### config.mk
export PLATFORM = sky130hd
export DESIGN_NAME = cla4_slice
export DESIGN_NICKNAME = d
export VERILOG_FILES = /design/src/rtl/cla4_pkg.sv /design/src/rtl/cla4_bit_terms.sv /design/src/rtl/cla4_carry_unit.sv /design/src/rtl/cla4_sum_unit.sv /design/src/rtl/cla4_slice.sv
export SDC_FILE = /design/constraint.sdc
export NUM_CORES = 1
export LEC_CHECK = 0
export CAP_MARGIN = 15
export CORE_AREA = 2 2 39 41
export DETAILED_ROUTE_END_ITERATION = 10
export DIE_AREA = 0 0 41 43
export DONT_BUFFER_PORTS = 1
export PLACE_DENSITY = 0.35
export SLEW_MARGIN = 20
export SYNTH_ARGS = -nofsm -noshare
export SYNTH_HDL_FRONTEND = slang
export SYNTH_SLANG_ARGS = --single-unit
### constraint.sdc
create_clock -name vclk -period 1.15
set_clock_uncertainty 0.05 [all_clocks]
set_input_delay 0 -clock vclk [all_inputs]
set_output_delay 0 -clock vclk [all_outputs]
set_load 0.01 [all_outputs]
### src/rtl/cla4_pkg.sv
package cla4_pkg;
  localparam int SLICE_W = 4;

  typedef struct packed {
    logic [SLICE_W-1:0] gen;
    logic [SLICE_W-1:0] prop;
    logic [SLICE_W-1:0] half;
  } bit_terms_t;
endpackage

### src/rtl/cla4_bit_terms.sv
module cla4_bit_terms
  import cla4_pkg::*;
#(
  parameter int W = SLICE_W
) (
  input  logic [W-1:0] a_i,
  input  logic [W-1:0] b_i,
  output logic [W-1:0] gen_o,
  output logic [W-1:0] prop_o,
  output logic [W-1:0] half_o
);
  // One cell per bit position: AND for generate, OR for propagate,
  // and a separate XOR kept only for the sum.
  for (genvar i = 0; i < W; i++) begin : g_cell
    assign gen_o[i]  = a_i[i] & b_i[i];
    assign prop_o[i] = a_i[i] | b_i[i];
    assign half_o[i] = a_i[i] ^ b_i[i];
  end
endmodule

### src/rtl/cla4_carry_unit.sv
module cla4_carry_unit #(
  parameter int W = 4,
  localparam int CW = W + 1
) (
  input  logic [W-1:0]  gen_i,
  input  logic [W-1:0]  prop_i,
  input  logic          cin_i,
  output logic [CW-1:0] carry_o,
  output logic          grp_gen_o,
  output logic          grp_prop_o
);
  // Each carry is a flat OR of products. A product is one generate term
  // qualified by all propagates above it, or the carry-in qualified by
  // every propagate below the target position. No carry uses another.
  always_comb begin
    logic acc;
    logic prod;
    carry_o[0] = cin_i;
    for (int i = 0; i < W; i++) begin
      acc = 1'b0;
      for (int k = 0; k <= i; k++) begin
        prod = gen_i[k];
        for (int m = k + 1; m <= i; m++) prod = prod & prop_i[m];
        acc = acc | prod;
      end
      prod = cin_i;
      for (int m = 0; m <= i; m++) prod = prod & prop_i[m];
      carry_o[i+1] = acc | prod;
    end
  end

  // Group terms: the top carry equation without the carry-in product,
  // and the AND of all propagates.
  always_comb begin
    logic acc;
    logic prod;
    acc = 1'b0;
    for (int k = 0; k < W; k++) begin
      prod = gen_i[k];
      for (int m = k + 1; m < W; m++) prod = prod & prop_i[m];
      acc = acc | prod;
    end
    grp_gen_o  = acc;
    grp_prop_o = &prop_i;
  end
endmodule

### src/rtl/cla4_sum_unit.sv
module cla4_sum_unit #(
  parameter int W = 4
) (
  input  logic [W-1:0] half_i,
  input  logic [W-1:0] carry_i,
  output logic [W-1:0] sum_o
);
  for (genvar i = 0; i < W; i++) begin : g_bit
    assign sum_o[i] = half_i[i] ^ carry_i[i];
  end
endmodule

### src/rtl/cla4_slice.sv
module cla4_slice
  import cla4_pkg::*;
(
  input  logic [SLICE_W-1:0] opa_i,
  input  logic [SLICE_W-1:0] opb_i,
  input  logic               cin_i,
  output logic [SLICE_W-1:0] sum_o,
  output logic               cout_o,
  output logic               grp_prop_o,
  output logic               grp_gen_o
);
  localparam int CW = SLICE_W + 1;

  bit_terms_t        terms;
  logic [CW-1:0]     carry;

  cla4_bit_terms #(.W(SLICE_W)) i_terms (
    .a_i    (opa_i),
    .b_i    (opb_i),
    .gen_o  (terms.gen),
    .prop_o (terms.prop),
    .half_o (terms.half)
  );

  cla4_carry_unit #(.W(SLICE_W)) i_carry (
    .gen_i      (terms.gen),
    .prop_i     (terms.prop),
    .cin_i      (cin_i),
    .carry_o    (carry),
    .grp_gen_o  (grp_gen_o),
    .grp_prop_o (grp_prop_o)
  );

  cla4_sum_unit #(.W(SLICE_W)) i_sum (
    .half_i  (terms.half),
    .carry_i (carry[SLICE_W-1:0]),
    .sum_o   (sum_o)
  );

  assign cout_o = carry[SLICE_W];
endmodule

# ---- Word level (Yosys, flattened, before mapping)
# Index checks and enable logic that the tools add are counted.
dict set report op_classes {
  n_reduce_logical 1
  bitwise 36
}
# op n
set ops {}
lappend ops {{$and A1 B1 Y1} 14}
lappend ops {{$or A1 B1 Y1} 14}
lappend ops {{$xor A1 B1 Y1} 8}
lappend ops {{$reduce_and A4 Y1} 1}
dict set report totals {
  output_inout_bits 7
  register_bits 0
  in_bits 9
  elab_cells 37
}

# ---- Depth between registers and ports, before layout
dict set report depth {
  depth_word 8
  depth_mapped 6
  mapped_depth_nobuf 6
}

# ---- Modules after synthesis
# From an unflattened synthesis, not the netlist that was laid out.
dict set report hier_totals {
  cells_unflattened 35
  area_unflattened_um2 247.7
}
# mod instances area_each_um2 cells_each seq_area_each_um2
set modules_own_cells {}
lappend modules_own_cells {cla4_bit_terms 1 145.1 20 0.0}
lappend modules_own_cells {cla4_carry_unit 1 67.6 11 0.0}
lappend modules_own_cells {cla4_sum_unit 1 35.0 4 0.0}

# ---- Worst setup path after synthesis
# Ideal clock, no wire load.
dict set report synth_timing {
  path_kind {input -> output}
  startpoint {input port opa_i[2]}
  endpoint {output port sum_o[3]}
  path_buffers 0
  t_required_ns 1.100
  slack_ns 0.134
  arrival_time_ns 0.966
  stages 4
  cell_sequence {inv_1 -> ha_1 -> o41a_2 -> xnor2_1}
}
dict set report synth_between {
  elab_chain_len 6
  elab_cells_between_ends 9
  cone_classes {bitwise (9)}
}
# item line
set synth_rtl {}
lappend synth_rtl {{from (decl)} cla4_slice.sv:4} ;# input logic [SLICE_W-1:0] opa_i,
lappend synth_rtl {{$or A1 B1 Y1} cla4_bit_terms.sv:16} ;# assign prop_o[i] = a_i[i] | b_i[i];
lappend synth_rtl {{$and A1 B1 Y1} cla4_carry_unit.sv:23} ;# for (int m = k + 1; m <= i; m++) prod = prod & prop_i[m];
lappend synth_rtl {{$or A1 B1 Y1 (2 in series)} cla4_carry_unit.sv:24} ;# acc = acc | prod;
lappend synth_rtl {{$or A1 B1 Y1 (*)} cla4_carry_unit.sv:28} ;# carry_o[i+1] = acc | prod;
lappend synth_rtl {{$xor A1 B1 Y1 (*)} cla4_sum_unit.sv:9} ;# assign sum_o[i] = half_i[i] ^ carry_i[i];
lappend synth_rtl {{to (decl)} cla4_slice.sv:7} ;# output logic [SLICE_W-1:0] sum_o,
# Mark *: on every way between the ends. The rest lies on a longest branch, timed or not.

# ---- Worst setup path after layout
dict set report layout_timing {
  startpoint {input port opa_i[2]}
  endpoint {output port cout_o}
}
dict set report layout_between {
  elab_chain_len 7
  elab_cells_between_ends 13
  cone_classes {bitwise (13)}
}
# item line
set layout_rtl {}
lappend layout_rtl {{$or A1 B1 Y1} cla4_bit_terms.sv:16}
lappend layout_rtl {{$and A1 B1 Y1 (2 in series)} cla4_carry_unit.sv:23}
lappend layout_rtl {{$or A1 B1 Y1 (3 in series)} cla4_carry_unit.sv:24}
lappend layout_rtl {{$or A1 B1 Y1 (*)} cla4_carry_unit.sv:28}
lappend layout_rtl {{to (decl)} cla4_slice.sv:8} ;# output logic cout_o,
# Marks and branches as above.

==> impl_metrics.ini <==
[status]
status = completed

[clock_tree]
cts_setup_buffers = 0
ctsHoldBuffers = 0
cts_resized = 0

[final_layout]
fill_cells = 159
nClkBuffers = 0
layout-drive-gt1-share = 0.0909
n_sequential_cell = 0
nets = 53
finish.instance_area_um2 = 284
insertedDiodeCount = 0
seq_area_um2 = 0
area_growth_pct = 10.7

[logic_synthesis]
netlist_area_um2 = 256
ys_top_cells_by_area = ha_1, inv_1, o21bai_1
synth_cell_types = 11
synth_top_family_by_area = adder cells
post_synth_xor_area_fraction = 0.102
synth_seq_area_share = 0
synth_top_area_frac = 0.390
ys_warn_count = 0
syn_avg_cell_area_um2 = 8.02
syn_inst = 32
muxShareOfSynthArea = 0
synth_fa_ha_area_frac = 0.468
yosys.area_share.simple = 0.0390
syn_nets = 50
synth_compound_area_frac = 0.215
synth_top_area_cell = ha_1

[sta]
timing.hold.ws_ns = 0.213
hold_violations = 0
setup_viol = 0
final.min_clock_period_ns = 1.09
max_freq_mhz = 917
slew_headroom = 0.799
worstMarginPinSlew_ns = 0.300
rsz0062_at_grt = no
slew_violations = 0
min_period_over_period = 0.948
setup_tns_ns = 0

[worst_hold_path]
hp-class = input port to output port

[drt]
drtIter0Drc = 1
wl_um = 482
vias = 190
vias_per_cell = 3.88
first_pass_iters = 2
antenna_left = 0
drc = 0
wl_per_cell_um = 9.84

[power]
p_leak_nw = 0.161
ir_worst_vdd_mv = 0.126
powerDensity_nw_per_um2 = 411

[die]
coreArea_um2 = 1380
pin_count = 16
die_w_um = 41
initial_utilization = 0.185
placementRows = 14
die_y_um = 43
die_area_um2 = 1760

[worst_setup_path]
cp.required_ns = 1.10
arrival_ns = 1.04
cp_max_fo = 4
max_stage_delay_ns = 0.51
critPathCaptureType = output port
start_kind = input port
slowest_stage = o41a_2
crit_chain = inv_1 -> ha_1 -> o41a_2 -> o21bai_1
critPathKind = input port to output port

[global_route]
grt_overflow = 0
met3_usage = 0.00524
grt_max_degree = 5
track_usage = 0.0591
met2_usage = 0.113
antenna_found_initial = 0
met1_usage = 0.0701
grt_busiest_layer = met2
grt_pass1_vias = 195
grt_pass1_wl_um = 759

[place]
dpl_cell_area_um2 = 284
gp_congestion = 0.612
hpwl_um = 460
portBuffers = 0

[flow_run]
drv_cap = 0
cells in the mapped netlist:
| library cell | count |
|---|---|
| fa_1 | 1 |
| a21oi_1 | 1 |
| o21bai_1 | 3 |
| nor4_1 | 1 |
| nor2_1 | 1 |
| inv_1 | 12 |
| a221oi_2 | 1 |
| xnor2_1 | 2 |
| xor2_1 | 1 |
| ha_1 | 8 |
| o41a_2 | 1 |
path summary, 6_finish.rpt:
kind              endpoint  startpoint  depth (start not counted)  slack [ns]
setup / recovery    cout_o    opa_i[2]                          4        0.06
hold / removal    sum_o[2]    opb_i[2]                          3        0.21
critical path: cells and delay by family:
family / cells / cell delay (ns)
AO/OA/AOI/OAI: 2 / 0.79
buffers and inverters: 1 / 0.02
adder cells (fa/ha/maj): 1 / 0.23
layer usage:
layer / part of all wire / vias up
met5: 0 / -
met4: 0 / 0
met3: 0.085 / 0
met2: 0.56 / 7
met1: 0.36 / 81
li1: - / 102
metrics by stage:
step           std cells  utilization  power (mW)  setup WS, ns
3_5_place_dp          49        0.205       0.118        0.0496
4_1_cts               49        0.205       0.119        0.0482
6_report              49        0.205       0.117        0.0593
5_1_grt               49        0.205       0.129        0.0129
3_3_place_gp          49        0.205       0.116        0.0900
2_1_floorplan         32            -      0.0980         0.134
placed cells by master, fill, tap and decap left out:
master,instances
xor2_1,1
inv_1,12
fa_1,1
a21oi_1,1
a221oi_2,1
o21bai_1,3
nor2_1,1
ha_1,8
xnor2_1,2
nor4_1,1
buf_4,1
o41a_2,1
final cells by class:
| type | count | area (um2) | area share |
|---|---|---|---|
| timing repair buffer | 1 | 7.51 | 0.0264 |
| tap | 16 | 20.0 | 0.0705 |
| inverter | 12 | 45.0 | 0.159 |
| multi-input combinational | 20 | 211 | 0.744 |
power breakdown:
part	switching, mW	internal [mW]	leakage (nW)
sequential	0	0	0
combinational	0.0694	0.0472	0.161
clock	0	0	0
kinds of logic (layout without fill, tap and decap cells):
logic type                 count (synthesis)  after routing
buffers and inverters                     12             13
adders and majority gates                  9              9
AOI/OAI and AO/OA                          6              6
xor gates and xnor gates                   3              3
and+or+nand+nor                            2              2
Power figures use the tool's default switching activity.
